## src/rtl/frac_div_pkg.sv

```systemverilog
package frac_div_pkg;

  typedef struct packed {
    logic        wrap;
    logic [31:0] rem;
  } step_t;

  // add the numerator to the remainder, wrap modulo the denominator
  function automatic step_t acc_step(input logic [31:0] rem_in,
                                     input logic [31:0] num,
                                     input logic [31:0] den);
    step_t       r;
    logic [32:0] sum;
    sum = {1'b0, rem_in} + {1'b0, num};
    if (sum >= {1'b0, den}) begin
      r.wrap = 1'b1;
      r.rem  = 32'(sum - {1'b0, den});
    end else begin
      r.wrap = 1'b0;
      r.rem  = sum[31:0];
    end
    return r;
  endfunction

  // legal ratio window: amin <= a + b/c <= amax
  function automatic logic ratio_ok(input logic [31:0] a,
                                    input logic [31:0] b,
                                    input logic [31:0] c,
                                    input logic [31:0] amin,
                                    input logic [31:0] amax);
    logic ok;
    ok = (c != 32'd0) && (b < c) && (a >= amin);
    ok = ok && ((a < amax) || ((a == amax) && (b == 32'd0)));
    return ok;
  endfunction

endpackage

```

## src/rtl/frac_cfg_gate.sv

```systemverilog
module frac_cfg_gate
  import frac_div_pkg::*;
#(
  parameter int INT_W   = 11,
  parameter int FRAC_W  = 20,
  parameter int A_MIN   = 8,
  parameter int A_MAX   = 1800,
  parameter int RST_INT = 8,
  parameter int RST_NUM = 0,
  parameter int RST_DEN = 1
) (
  input  logic              clk,
  input  logic              rst_n,
  input  logic              load,
  input  logic [INT_W-1:0]  in_int,
  input  logic [FRAC_W-1:0] in_num,
  input  logic [FRAC_W-1:0] in_den,
  input  logic              boundary,
  output logic [INT_W-1:0]  act_int,
  output logic [FRAC_W-1:0] act_num,
  output logic [FRAC_W-1:0] act_den,
  output logic [INT_W-1:0]  nxt_int,
  output logic [FRAC_W-1:0] nxt_num,
  output logic [FRAC_W-1:0] nxt_den,
  output logic              nxt_fresh
);
  logic              load_ok;
  logic              pend_v;
  logic [INT_W-1:0]  pend_int;
  logic [FRAC_W-1:0] pend_num;
  logic [FRAC_W-1:0] pend_den;

  assign load_ok = load && ratio_ok(32'(in_int), 32'(in_num), 32'(in_den),
                                    32'(A_MIN), 32'(A_MAX));

  // holding register: a load at the boundary edge waits for the next one
  always_ff @(posedge clk) begin
    if (!rst_n) begin
      pend_v   <= 1'b0;
      pend_int <= '0;
      pend_num <= '0;
      pend_den <= '0;
    end else if (load_ok) begin
      pend_v   <= 1'b1;
      pend_int <= in_int;
      pend_num <= in_num;
      pend_den <= in_den;
    end else if (boundary) begin
      pend_v   <= 1'b0;
    end
  end

  assign nxt_fresh = pend_v;
  assign nxt_int   = pend_v ? pend_int : act_int;
  assign nxt_num   = pend_v ? pend_num : act_num;
  assign nxt_den   = pend_v ? pend_den : act_den;

  always_ff @(posedge clk) begin
    if (!rst_n) begin
      act_int <= INT_W'(RST_INT);
      act_num <= FRAC_W'(RST_NUM);
      act_den <= FRAC_W'(RST_DEN);
    end else if (boundary) begin
      act_int <= nxt_int;
      act_num <= nxt_num;
      act_den <= nxt_den;
    end
  end
endmodule

```

## src/rtl/frac_phase_acc.sv

```systemverilog
module frac_phase_acc
  import frac_div_pkg::*;
#(
  parameter int FRAC_W = 20
) (
  input  logic              clk,
  input  logic              rst_n,
  input  logic              boundary,
  input  logic              nxt_fresh,
  input  logic [FRAC_W-1:0] nxt_num,
  input  logic [FRAC_W-1:0] nxt_den,
  output logic [FRAC_W-1:0] acc_q,
  output logic              nxt_long
);
  logic [FRAC_W-1:0] base;
  step_t             st;

  assign base     = nxt_fresh ? '0 : acc_q;
  assign st       = acc_step(32'(base), 32'(nxt_num), 32'(nxt_den));
  assign nxt_long = st.wrap;

  always_ff @(posedge clk) begin
    if (!rst_n)        acc_q <= '0;
    else if (boundary) acc_q <= FRAC_W'(st.rem);
  end
endmodule

```

## src/rtl/frac_period_ctr.sv

```systemverilog
module frac_period_ctr #(
  parameter int INT_W   = 11,
  parameter int LEN_W   = 11,
  parameter int RST_INT = 8
) (
  input  logic             clk,
  input  logic             rst_n,
  input  logic [INT_W-1:0] nxt_int,
  input  logic             nxt_long,
  output logic             boundary,
  output logic             tick,
  output logic             clk_out,
  output logic [LEN_W-1:0] cur_len
);
  logic [LEN_W-1:0] cnt;
  logic [LEN_W-1:0] half;

  assign boundary = (cnt == cur_len - LEN_W'(1));
  assign tick     = (cnt == '0);
  assign half     = cur_len >> 1;
  assign clk_out  = (cnt < half);

  always_ff @(posedge clk) begin
    if (!rst_n) begin
      cnt     <= '0;
      cur_len <= LEN_W'(RST_INT);
    end else if (boundary) begin
      cnt     <= '0;
      cur_len <= LEN_W'(nxt_int) + LEN_W'(nxt_long);
    end else begin
      cnt     <= cnt + LEN_W'(1);
    end
  end
endmodule

```

## src/rtl/frac_clk_div.sv

```systemverilog
module frac_clk_div #(
  parameter int INT_W   = 11,
  parameter int FRAC_W  = 20,
  parameter int A_MIN   = 8,
  parameter int A_MAX   = 1800,
  parameter int RST_INT = 8,
  parameter int RST_NUM = 0,
  parameter int RST_DEN = 1
) (
  input  logic              clk,
  input  logic              rst_n,
  input  logic              cfg_load,
  input  logic [INT_W-1:0]  cfg_int,
  input  logic [FRAC_W-1:0] cfg_num,
  input  logic [FRAC_W-1:0] cfg_den,
  output logic              clk_out,
  output logic              clk_tick
);
  localparam int LEN_W = $clog2(A_MAX + 2);

  // internal events, named for the checker
  logic              boundary;
  logic              nxt_fresh;
  logic              nxt_long;
  logic [INT_W-1:0]  act_int;
  logic [FRAC_W-1:0] act_num;
  logic [FRAC_W-1:0] act_den;
  logic [INT_W-1:0]  nxt_int;
  logic [FRAC_W-1:0] nxt_num;
  logic [FRAC_W-1:0] nxt_den;
  logic [FRAC_W-1:0] acc_q;
  logic [LEN_W-1:0]  cur_len;

  frac_cfg_gate #(
    .INT_W(INT_W), .FRAC_W(FRAC_W), .A_MIN(A_MIN), .A_MAX(A_MAX),
    .RST_INT(RST_INT), .RST_NUM(RST_NUM), .RST_DEN(RST_DEN)
  ) u_cfg (
    .clk(clk), .rst_n(rst_n), .load(cfg_load),
    .in_int(cfg_int), .in_num(cfg_num), .in_den(cfg_den),
    .boundary(boundary),
    .act_int(act_int), .act_num(act_num), .act_den(act_den),
    .nxt_int(nxt_int), .nxt_num(nxt_num), .nxt_den(nxt_den),
    .nxt_fresh(nxt_fresh)
  );

  frac_phase_acc #(.FRAC_W(FRAC_W)) u_acc (
    .clk(clk), .rst_n(rst_n), .boundary(boundary), .nxt_fresh(nxt_fresh),
    .nxt_num(nxt_num), .nxt_den(nxt_den),
    .acc_q(acc_q), .nxt_long(nxt_long)
  );

  frac_period_ctr #(.INT_W(INT_W), .LEN_W(LEN_W), .RST_INT(RST_INT)) u_ctr (
    .clk(clk), .rst_n(rst_n), .nxt_int(nxt_int), .nxt_long(nxt_long),
    .boundary(boundary), .tick(clk_tick), .clk_out(clk_out),
    .cur_len(cur_len)
  );
endmodule

```

## config.mk

```make
export PLATFORM = sky130hd
export DESIGN_NAME = frac_clk_div
export DESIGN_NICKNAME = d
export VERILOG_FILES = /design/src/rtl/frac_div_pkg.sv /design/src/rtl/frac_cfg_gate.sv /design/src/rtl/frac_phase_acc.sv /design/src/rtl/frac_period_ctr.sv /design/src/rtl/frac_clk_div.sv
export SDC_FILE = /design/constraint.sdc
export NUM_CORES = 1
export LEC_CHECK = 0
export BUFFER_PORTS_ARGS = -buffer_cell sky130_fd_sc_hd__buf_4
export CAP_MARGIN = 25
export CORE_ASPECT_RATIO = 1.1
export CORE_MARGIN = 8
export CORE_UTILIZATION = 60
export DETAILED_ROUTE_END_ITERATION = 8
export PLACE_DENSITY = 0.85
export SETUP_SLACK_MARGIN = 0.2
export SYNTH_ARGS = -nofsm -noshare
export SYNTH_HDL_FRONTEND = slang
export SYNTH_HIERARCHICAL = 1
export SYNTH_SLANG_ARGS = --single-unit
```

## constraint.sdc

```tcl
create_clock -name clk -period 6.9 [get_ports clk]
set_input_delay 0.69 -clock clk [delete_from_list [all_inputs] [get_ports clk]]
set_output_delay 0.69 -clock clk [all_outputs]
set_load 0.01 [all_outputs]
```

Word level (Yosys, flattened, before mapping)
Index checks and enable logic that the tools add are counted.
{"block": "op_classes", "multipliers": 0, "bitwise": 1, "shift": 0, "add_sub_neg": 5, "order_cmp": 5, "n_mux": 7, "n_reduce_logical": 11, "n_eq_ne": 2, "div_mod_pow": 0}
{"cell": "2-to-1 mux 20 bit", "n": 3}
{"cell": ">= comparator 33 x 20 -> 1 bit", "n": 1}
{"cell": "2-to-1 mux 33 bit", "n": 1}
{"cell": "subtractor 32 x 20 -> 32 bit", "n": 1}
{"cell": "adder 20 x 20 -> 21 bit", "n": 1}
{"cell": "zero test 20 bit", "n": 1}
{"cell": "less-than comparator 20 bit", "n": 1}
{"cell": "nonzero test 20 bit", "n": 1}
{"cell": "adder 11 x 1 -> 11 bit", "n": 1}
{"cell": "adder 11 x 1 -> 11 bit (second input constant)", "n": 1}
{"cell": "equality test 11 bit", "n": 1}
{"cell": "equality test 11 bit (second input constant)", "n": 1}
{"cell": ">= comparator 11 x 4 -> 1 bit (second input constant)", "n": 1}
{"cell": "zero test 11 bit", "n": 1}
{"cell": "less-than comparator 11 x 10 -> 1 bit", "n": 1}
{"cell": "less-than comparator 11 bit (second input constant)", "n": 1}
{"cell": "2-to-1 mux 11 bit", "n": 1}
{"cell": "subtractor 11 x 1 -> 11 bit (second input constant)", "n": 1}
{"cell": "logical AND 1 bit", "n": 5}
{"cell": "2-to-1 mux 1 bit", "n": 2}
{"cell": "nonzero test 2 bit", "n": 1}
{"cell": "OR reduction 2 bit", "n": 1}
{"cell": "logical OR 1 bit", "n": 1}
{"cell": "inverter 1 bit", "n": 1}
{"block": "totals", "latch_bits": 0, "ramBits": 0, "out_inout_bits": 2, "input_bits": 54, "regBits": 145, "mem_count": 0, "elab_cells": 41, "romBits": 0}

Depth between registers and ports, before layout
Gate-level depths: netlist of run 1.
{"block": "depth", "word_depth": 6, "depth_mapped": 28, "mapped_depth_nobuf": 25}

Cells and area by module
Netlist of run 1, hierarchy kept.
{"mod": "frac_cfg_gate", "seq_area_each_um2": 2062.0, "cells_per_inst": 533, "instances": 1, "area_per_inst_um2": 5210.0}
{"mod": "frac_phase_acc", "seq_area_each_um2": 400.4, "cells_per_inst": 407, "instances": 1, "area_per_inst_um2": 3100.5}
{"mod": "frac_period_ctr", "seq_area_each_um2": 440.4, "cells_per_inst": 207, "instances": 1, "area_per_inst_um2": 1695.4}

Worst setup path after synthesis of run 1
No wires, ideal clock.
{"block": "synth_path", "path_kind": "flip-flop to flip-flop", "start": "register u_cfg.pend_v (netlist: u_cfg/nxt_fresh)", "end": "register u_ctr.cur_len[10]", "stages_incl_launch_ff": 28, "required_ns": 6.781, "arrival_time_ns": 5.301, "path_buffers": 3, "setup_ns": 0.119, "period_less_slack_ns": 5.421, "path_slack_ns": 1.479, "cell_sequence": "dfxtp_1 -> clkbuf_1 -> clkbuf_1 -> mux2_1 -> ha_1 -> o211ai_1 -> o211ai_1 -> a41oi_1 -> a221oi_2 -> o21a_1 -> o21ai_0 -> o31a_1 -> ha_1 -> a21o_1 -> a211o_1 -> a31o_1 -> o21ai_2 -> or2_1 -> o211a_2 -> buf_6 -> inv_1 -> ha_1 -> ha_1 -> nand3_1 -> nor3_1 -> xor2_1 -> nand2_1 -> mux2i_1"}
{"block": "synth_between", "elab_chain_cells": 5, "word_cells_on_any_way": 8, "cone_classes": "add/sub (2); order compare (1); mux (5)"}
{"item": "start: declaration", "line": "frac_cfg_gate.sv:28", "text": "logic pend_v;"}
{"item": "start signal: assignment", "line": "frac_cfg_gate.sv:39", "text": "pend_v <= 1'b0;"}
{"item": "start signal: assignment", "line": "frac_cfg_gate.sv:44", "text": "pend_v <= 1'b1;"}
{"item": "start signal: assignment", "line": "frac_cfg_gate.sv:49", "text": "pend_v <= 1'b0;"}
{"item": "2-to-1 mux 20 bit", "line": "frac_cfg_gate.sv:55", "text": "assign nxt_num = pend_v ? pend_num : act_num;"}
{"item": "via nxt_num[3]", "line": "frac_clk_div.sv:29", "text": "logic [FRAC_W-1:0] nxt_num;"}
{"item": "adder 20 x 20 -> 21 bit", "line": "frac_div_pkg.sv:14", "text": "sum = {1'b0, rem_in} + {1'b0, num};"}
{"item": ">= comparator 33 x 20 -> 1 bit", "line": "frac_div_pkg.sv:15", "text": "if (sum >= {1'b0, den}) begin"}
{"item": "2-to-1 mux 33 bit", "line": "frac_div_pkg.sv:15"}
{"item": "via nxt_long", "line": "frac_clk_div.sv:24", "text": "logic nxt_long;"}
{"item": "adder 11 x 1 -> 11 bit", "line": "frac_period_ctr.sv:29", "text": "cur_len <= LEN_W'(nxt_int) + LEN_W'(nxt_long);"}
{"item": "end signal: assignment", "line": "frac_period_ctr.sv:26", "text": "cur_len <= LEN_W'(RST_INT);"}
{"item": "end signal: assignment", "line": "frac_period_ctr.sv:29"}
{"item": "end: declaration", "line": "frac_period_ctr.sv:13", "text": "output logic [LEN_W-1:0] cur_len"}
The timed path passes the listed nets, and every way through them passes these cells.
A chain may end at the register's enable or synchronous reset.

Worst setup path after layout of run 1
{"block": "layout_path", "start": "register u_cfg.pend_v (netlist: u_cfg/nxt_fresh)", "end": "register u_ctr.cur_len[3]"}
The elaborated chain is that of the path after synthesis.

==> results of run 1 <==
## cell families (layout without fill, tap and decap cells)
group	after synthesis	in the layout	synth area share
and+or+nand+nor	382	382	0.193
AOI/OAI and AO/OA	180	180	0.119
muxes	180	180	0.186
DFF	145	145	0.290
buffers and inverters	123	161	0.0598
adders and majority gates	75	75	0.0953
xor gates and xnor gates	62	62	0.0556
## flip-flops by register name (all words and copies together), names as in the netlist
| register | cells |
|---|---|
| u_cfg/act_den | 20 |
| u_cfg/pend_den | 20 |
| u_cfg/act_num | 20 |
| u_acc/acc_q | 20 |
| u_cfg/act_int | 11 |
| u_ctr/cur_len | 11 |
| u_ctr/cnt | 11 |
| u_cfg/nxt_fresh | 1 |
| u_cfg/pend_num | 20 |
| u_cfg/pend_int | 11 |
## worst max-delay path: cells and delay by family (launching register included)
kind / cells / cell delay [ns]
flops: 1 / 0.70
buf+inv: 2 / 0.36
xor+xnor: 1 / 0.16
fa+ha+maj: 3 / 0.91
mux: 1 / 0.37
simple gates: 5 / 0.76
compound gates: 12 / 2.33
## per-layer routing
metal,vias up,GRT usage,part of all wire
met3,74,0.0363,0.037
met5,-,0,0
met1,3826,0.244,0.40
met4,0,0.132,0.045
met2,192,0.420,0.51
li1,4077,-,-
## worst paths after layout
| path | end | slack [ns] | cells past startpoint |
|---|---|---|---|
| setup / recovery | u_ctr/cur_len[3] | 1.15 | 24 |
| hold / removal | u_cfg/pend_num[19] | 0.46 | 2 |
| hold reg to reg | u_cfg/pend_num[19] | 0.46 | 2 |
| setup reg to reg | u_ctr/cur_len[3] | 1.15 | 24 |
## power groups by stage
stage,logic (mW),clock network (mW),registers (mW)
global route,0.481,0.953,0.887
global placement,0.422,0,0.902
finish,0.443,0.906,0.884
CTS,0.437,0.913,0.884
detailed placement,0.431,0,0.903
floorplan,0.356,0,0.889
## final cells by class
class / count / area (um2) / share of cell area
multi-input combinational: 879 / 6520 / 0.593
tap: 204 / 255 / 0.0232
timing repair buffer: 63 / 493 / 0.0448
inverter: 67 / 253 / 0.0230
clock buffer: 17 / 425 / 0.0387
sequential: 145 / 2900 / 0.264
clock inverter: 14 / 149 / 0.0135
## synth_stat cells (3+ instances only)
library cell  count  area [um2]
inv_1            67         251
nor4_1           16         100
dfxtp_1         145        2900
xor2_1           28         245
mux2i_1         129        1290
nor2_1           34         128
nand3_1          20         100
mux2_1           51         574
nor3_1           10        50.1
o21ai_1           5        25.0
nand2b_1         14        87.6
buf_12            5         100
clkbuf_1         34         128
o211ai_1          5        37.5
and3_1           19         119
buf_6             5        56.3
nand2_1         158         593
a21o_1           15         113
nor2b_1          75         469
buf_1             6        22.5
o21a_1            5        37.5
or3_1             3        18.8
a211oi_1          5        37.5
ha_1             73         913
a31oi_1          12        75.1
o21ai_0          42         210
nand4_1           8        50.1
buf_2             3        15.0
a21oi_1          53         265
xnor2_1          33         289
==> results.ini, run 1 <==
[final_layout]
n_antenna_cell = 0
finalNetCount = 1302
syn2layout_area_growth_pct = 9.90
final_cell_mix = 158 x nand2_1, 144 x dfxtp_1, 129 x mux2i_1
fillers = 1225
final_common_cell = nand2_1
fin_util = 0.672
instances_no_fill = 1389
layout-drive-gt1-share = 0.0987
stdcell_area_mm2 = 0.0110

[die]
rows = 49
die-area_mm2 = 0.0211
num_io_pins = 56
die_x_um = 139
start_util = 0.611
fp.dieH_um = 151
coreArea_mm2 = 0.0164

[timing]
clock.fmax_ghz = 0.174
fin_crit_ns = 5.75
hold_slack_ns = 0.457
final_max_slew_viol_count = 0
setup_tns_ns = 0
hold_viol = 0
rsz0062_at_grt = false
max-slew-margin-rel = 0.430
worst_pin_slew_ns = 0.855
fin_crit_sh = 0.833
clock_skew_ns = 0.0110
setup_viol = 0
layout_setup_ws_ns = 1.15

[detailed_routing]
vias = 8169
initialDrtViolationCount = 530
route.detailed.drc = 0
viasPerCell = 5.88
drtAntennaViolNets = 0
wl_per_cell_um = 16.8
dr.pass1.iters = 5
wl_mm = 23.4

[critical_path]
crit_start = u_cfg/nxt_fresh
cp-start-kind = flip-flop
cp_max_fo = 28
end_kind = flip-flop
critPathKind = reg2reg
timing.rr.start = u_cfg/nxt_fresh
cpPeakStageDelay_ns = 0.70
crit_required_ns = 7.19
crit_chain = buf_4 > mux2_1 > ha_1 > o211ai_1 > nor2_1 > a41oi_1 > a221oi_2 > o21a_1 > o21ai_0 > o31a_1 > ha_1 > a21o_1 > a211o_1 > a31o_1 > o21ai_2 > or2_1 > o211a_2 > inv_1 > ha_1 > nand3_1 > xor2_1 > nand2_1 > nor4_1 > a31oi_1
arrival_ns = 6.03
cp_common_cell = ha_1
cp_slowest_cell = dfxtp_2

[power]
switching_share = 0.297
p_int_mw = 1.57
ir_worst_vdd_mv = 0.238
pwr-share-comb = 0.198
pwr-share-seq = 0.396
switchingPower_uw = 663
clkPwrFrac = 0.406
p_per_area_mw_per_mm2 = 203
p_leak_nw = 4.80
fin_total_pwr_mw = 2.23

[synth]
yosys_warnings = 6
synth_nets = 1276
synth_edf_count = 0
postSynthCellCount = 1147
ys_seq_area_frac = 0.290
ys_types = 83
ys.flop_type = dfxtp_1
avgSynthCellArea_um2 = 8.72
async_flop_share = 0
netlist_area_mm2 = 0.0100
synth-seq-cells = 145

[clock_network]
post_cts_resized = 0
clk_pin_slew_ns = 0.06
clock_latency_ns = 0.43
cts.sinks = 145
clock_path_buffers = 2
cts-root-buf = clkbuf_16
cts_setup_buffers = 0
cts_tree = done
holdBufCountCts = 0
cts_buffers = 17
h-tree-depth = 4

[global_route]
track_usage = 0.227
grt_first_pass_wirelength_mm = 38.9
overflow = 0
grt_antenna_before_repair = 0
grt_max_degree = 121
grt_pass1_vias = 8107

[place]
dp_hpwl_mm = 17.0
place_ws_ns = 1.24
numPortBuffers = 55
routabilityCongestion = 0.895
dpl.cell_count = 1357
placedInstanceArea_mm2 = 0.0104

[worst_hold_path]
hold_path.class = reg2reg
hold_start = u_cfg/pend_num[19]

[outcome]
outcome = completed

[run]
maxCapViolations = 0

Power figures use the tool's default switching activity.
==> run 2, diff against run 1 <==
- ABC_AREA: not set -> 1
- PLACE_DENSITY: 0.85 -> 0.84
- clock period: 6.9 -> 5.4 ns (I/O delays scaled with it)
==> run 2 against run 1 <==
Via count increased by 45%. Design area increased by 21%. Routed wire length increased by 40%. Count of clock-buffer cells in the layout increased by 2. Final cell count increased by 63%. Worst hold slack got worse by 0.0018 ns. Die area increased by 18%. Non-clock buffer count increased by 10. Area after synthesis increased by 20%. Largest cell class unchanged.
==> results.ini, run 2 <==
[outcome]
outcome = completed

[worst_hold_path]
hold_path.class = in2reg

[synth]
synth_area_leaders = dfxtp_1 24%, nand2_1 16%, inv_1 14%
synth_simple_gate_area_frac = 0.364
yosysTopAreaCellShare = 0.242
yosys_warnings = 6
postSynthCellCount = 1987
ys_seq_area_frac = 0.242
ys.flop_type = dfxtp_1
synth-seq-cells = 145
synth.most_common_cell = nand2_1
synth_top_cell_by_area = dfxtp_1
synth-xor-area-share = 0.0277
synth_compound_area_frac = 0.106
async_flop_share = 0
synth_nets = 2116
synth.area.mux_share = 0
synth_top_family_by_area = simple AND/OR/NAND/NOR gates
synth_edf_count = 0
ys_types = 42
netlist_area_mm2 = 0.0120
synthAdderAreaFrac = 0.0793
avgSynthCellArea_um2 = 6.05
synthTopCellsByCount = 513 x nand2_1, 456 x inv_1, 180 x nor2_1, 145 x dfxtp_1, 95 x o21ai_0

[die]
fp.dieH_um = 164
num_io_pins = 56
die_x_um = 151
coreArea_mm2 = 0.0197
rows = 54
start_util = 0.609
die-area_mm2 = 0.0248

[critical_path]
cp-start-kind = flip-flop
cpPeakStageDelay_ns = 0.40
cp_slowest_cell = dfxtp_4
cp_max_fo = 21
critPathKind = reg2reg
end_kind = flip-flop
arrival_ns = 5.22
crit_required_ns = 5.71
cp_common_cell = nand2_1

[run]
maxCapViolations = 0

[clock_network]
clock_latency_ns = 0.43
cts.sinks = 145
cts_tree = done
cts-root-buf = clkbuf_16
cts_buffers = 17
clk_pin_slew_ns = 0.06
h-tree-depth = 4
clock_path_buffers = 2

[timing]
clock_skew_ns = 0.00867
hold_viol = 0
setup_viol = 0
rsz0062_at_grt = false
worst_pin_slew_ns = 0.747
fin_crit_ns = 4.91
max-slew-margin-rel = 0.502
final_max_slew_viol_count = 0
clock.fmax_ghz = 0.204
fin_crit_sh = 0.909
setup_tns_ns = 0

[detailed_routing]
viasPerCell = 5.21
initialDrtViolationCount = 1022
dr.pass1.iters = 6
route.detailed.drc = 0
wl_per_cell_um = 14.4
wl_mm = 32.8
drtAntennaViolNets = 0
vias = 11833

[power]
clkPwrFrac = 0.347
switching_share = 0.367
p_leak_nw = 7.31
switchingPower_mw = 1.27
p_int_mw = 2.19
fin_total_pwr_mw = 3.45
ir_worst_vdd_mv = 0.307
p_per_area_mw_per_mm2 = 261
pwr-share-comb = 0.319
pwr-share-seq = 0.334

[global_route]
overflow = 0
grt_max_degree = 72
grt_pass1_vias = 10861
track_usage = 0.265
grt_first_pass_wirelength_mm = 52.8
grt_antenna_before_repair = 0

[final_layout]
fin_util = 0.672
syn2layout_area_growth_pct = 10.3
n_antenna_cell = 0
register_area_mm2 = 0.00291
final_common_cell = nand2_1
fillers = 1806
final_cell_mix = 512 x nand2_1, 455 x inv_1, 176 x nor2_1
multiInputGateArea_mm2 = 0.00706
layout-drive-gt1-share = 0.124
finalNetCount = 2135

[place]
routabilityCongestion = 0.970
dp_hpwl_mm = 24.9
numPortBuffers = 55

-- run 2: metrics by stage --
step	area [um2]	hold WS, ns	setup slack [ns]	cells
6_report	13300	0.455	0.494	2271
5_1_grt	13300	0.471	0.149	2271
4_1_cts	13100	0.441	0.212	2265
3_5_place_dp	12500	0.460	0.0959	2232
3_3_place_gp	12500	0.451	0.355	2232
2_1_floorplan	12000	0.442	0.503	1987
-- run 2: final timing paths --
| kind | from | endpoint | slack [ns] | cells after the start |
|---|---|---|---|---|
| worst max-delay path | u_cfg/nxt_fresh | u_ctr/cur_len[10] | 0.49 | 31 |
| worst min-delay path | cfg_int[2] | u_cfg/pend_int[2] | 0.46 | 5 |
| worst max register to register | u_cfg/nxt_fresh | u_ctr/cur_len[10] | 0.49 | 31 |
| worst min register to register | u_acc/acc_q[11] | u_acc/acc_q[11] | 0.48 | 2 |
-- run 2: timing repair --
action,CTS,global route
gates cloned,0,0
resized for setup,0,26
buffers inserted,1,4
hold buffers,0,0
endpoints found under the setup margin,2,5
pin swaps,0,4
-- run 2: metal layers --
metal / wire, um / GRT usage / vias to the layer above
met5: 0 / 0 / -
met4: 723 / 0.0779 / 0
met3: 2060 / 0.0395 / 60
met2: 15000 / 0.435 / 396
met1: 15000 / 0.353 / 5278
li1: - / - / 6099
-- run 2: power groups by stage --
| stage | registers, mW | logic (mW) | clock network [mW] |
|---|---|---|---|
| after CTS | 1.15 | 1.06 | 1.21 |
| final | 1.15 | 1.10 | 1.20 |
| after global routing | 1.16 | 1.21 | 1.27 |
| after detailed placement | 1.18 | 1.05 | 0 |
| after floorplan | 1.16 | 0.882 | 0 |
| after global placement | 1.18 | 1.04 | 0 |
-- run 2: area by class of cell --
cell class / count / share of cell area
Sequential cell: 145 / 0.219
Timing Repair Buffer: 73 / 0.0452
Inverter: 475 / 0.134
Tap cell: 252 / 0.0238
Clock buffer: 19 / 0.0334
Multi-Input combinational cell: 1294 / 0.532
Clock inverter: 13 / 0.0115
-- run 2: cell families after synthesis --
logic type,after synthesis
AOI/OAI and AO/OA,230
xor gates and xnor gates,38
and+or+nand+nor,951
buffers and inverters,548
adders and majority gates,75
DFF,145
-- run 2: critical path, delay by kind of cell, from the launching register on --
kind | cells | cell delay, ns
AOI/OAI and AO/OA | 1 | 0.17
xor gates and xnor gates | 1 | 0.23
adders and majority gates | 5 | 1.33
buffers and inverters | 5 | 0.49
DFF | 1 | 0.40
and+or+nand+nor | 19 | 2.15
==> run 3, diff against run 2 <==
- CELL_PAD_IN_SITES_DETAIL_PLACEMENT: not set -> 1
- CELL_PAD_IN_SITES_GLOBAL_PLACEMENT: not set -> 1
- CORE_UTILIZATION: 60 -> 44
- PLACE_DENSITY: 0.84 -> 0.87
- SKIP_CTS_REPAIR_TIMING: not set -> 1
==> run 3 against run 2 <==
Combinational power grew 9%. Count of clock-buffer cells in the layout grew 1. Utilization shrank 17 points. Via count grew 4.5%. Design area grew 2.2%. Routed wire length grew 25%. Global-route usage shrank 2.7 points. Die area grew 32%. Worst setup slack lost 0.064 ns. First-iteration DRC count shrank 28%. Critical path depth shrank 1. Sequential share of layout area shrank 0.48 points. Critical path type unchanged. Critical endpoint unchanged.
==> results.ini, run 3 (synthesis gave the netlist of run 2 again) <==
[timing]
clock.fmax_ghz = 0.201
layout_setup_ws_ns = 0.430
rsz0062_at_grt = false
hold_viol = 0
setup_viol = 0
max-slew-margin-rel = 0.334
fin_crit_ns = 4.97
clock_skew_ns = 0.0101
fin_crit_sh = 0.920
final_max_slew_viol_count = 0
worst_pin_slew_ns = 0.999

[global_route]
grt_antenna_before_repair = 0
grt_max_degree = 102
track_usage = 0.238
overflow = 0
grt_first_pass_wirelength_mm = 64.2
grt_pass1_vias = 12817

[final_layout]
fin_util = 0.504
multiInputGateArea_mm2 = 0.00709
final_cell_mix = 512 x nand2_1, 455 x inv_1, 175 x nor2_1
register_area_mm2 = 0.00291
n_antenna_cell = 0
final_common_cell = nand2_1
layout-drive-gt1-share = 0.130
fillers = 3708
stdcell_area_mm2 = 0.0136
syn2layout_area_growth_pct = 12.8
finalNetCount = 2145

[detailed_routing]
wl_per_cell_um = 17.2
vias = 12364
initialDrtViolationCount = 734
wl_mm = 40.9
viasPerCell = 5.18
drtAntennaViolNets = 0
dr.pass1.iters = 5
route.detailed.drc = 0

[run]
maxCapViolations = 0

[critical_path]
worstRegToRegCells = 30
arrival_ns = 5.30
crit_cells = 30
cpPeakStageDelay_ns = 0.39
end_kind = flip-flop
cp_common_cell = nand2_1
cp_top_family = simple AND/OR/NAND/NOR gates
cp_max_fo = 11
cp_num_buf_inv = 3
cp-start-kind = flip-flop
crit_required_ns = 5.73
critPathKind = reg2reg
cp_slowest_cell = dfxtp_4

[power]
ir_worst_vdd_mv = 0.184
p_per_area_mw_per_mm2 = 269
p_leak_nw = 7.40

[worst_hold_path]
hold_depth = 5
hold_path.class = in2reg

[clock_network]
cts-root-buf = clkbuf_16
clock_latency_ns = 0.44
cts_tree = done
cts.sinks = 145
clock_path_buffers = 2
h-tree-depth = 4
cts_buffers = 17
clk_pin_slew_ns = 0.06

[place]
numPortBuffers = 55
placedInstanceArea_mm2 = 0.0126
routabilityCongestion = 0.958
dp_hpwl_mm = 29.4
place_ws_ns = 0.169

[die]
die-area_mm2 = 0.0329
die_x_um = 174
num_io_pins = 56
rows = 63
start_util = 0.447
coreArea_mm2 = 0.0269
fp.dieH_um = 189

[outcome]
outcome = completed

==> run 3: cell count changes in the layout (fill, tap and decap cells not counted), sizes merged <==
cell	before	now
clkinv	7	4
inv	478	477
bufinv	2	4
buf	73	82
clkbuf	19	20
nand2	552	553
==> run 3: worst reg2reg max path, delay by kind of cell, from the launching register on <==
family / cells / cell delay [ns]
adder cells (fa/ha/maj): 4 / 1.13
buffers and inverters: 3 / 0.34
AO/OA/AOI/OAI: 2 / 0.42
flip-flops: 1 / 0.39
AND/OR/NAND/NOR: 21 / 2.57
==> run 3: cell type report <==
cell class	count	area share
clock inverter	11	0.0130
timing repair buffer	82	0.0510
inverter	475	0.132
multi-input combinational	1295	0.523
clock buffer	20	0.0337
tap	357	0.0330
sequential	145	0.214
==> run 3: path summary, 6_finish.rpt <==
path                                       from                end  slack, ns
worst min register to register  u_acc/acc_q[15]    u_acc/acc_q[15]       0.47
worst max register to register  u_cfg/nxt_fresh  u_ctr/cur_len[10]       0.43
worst max-delay path            u_cfg/nxt_fresh  u_ctr/cur_len[10]       0.43
worst min-delay path                 cfg_int[5]  u_cfg/pend_int[5]       0.45
==> run 3: through the flow <==
stage	power [mW]	instances	hold slack, ns	TNS (ns)
after floorplan	2.04	1987	0.442	0
after global placement	2.23	2338	0.454	0
after detailed placement	2.27	2338	0.464	0
after CTS	3.59	2369	0.436	-0.00260
after global routing	3.83	2385	0.485	0
final	3.65	2385	0.451	0
==> run 3: where the power goes <==
group / switching, mW / internal [mW]
Combinational: 0.811 / 0.386
Clock: 0.495 / 0.801
Sequential: 0.0371 / 1.12
Total: 1.34 / 2.30
==> run 3: per-layer routing <==
| layer | track usage | routed length (um) | up-vias |
|---|---|---|---|
| li1 | - | - | 6094 |
| met1 | 0.283 | 17700 | 5880 |
| met2 | 0.429 | 20400 | 300 |
| met3 | 0.0339 | 1560 | 90 |
| met4 | 0.0888 | 1300 | 0 |
| met5 | 0 | 0 | - |
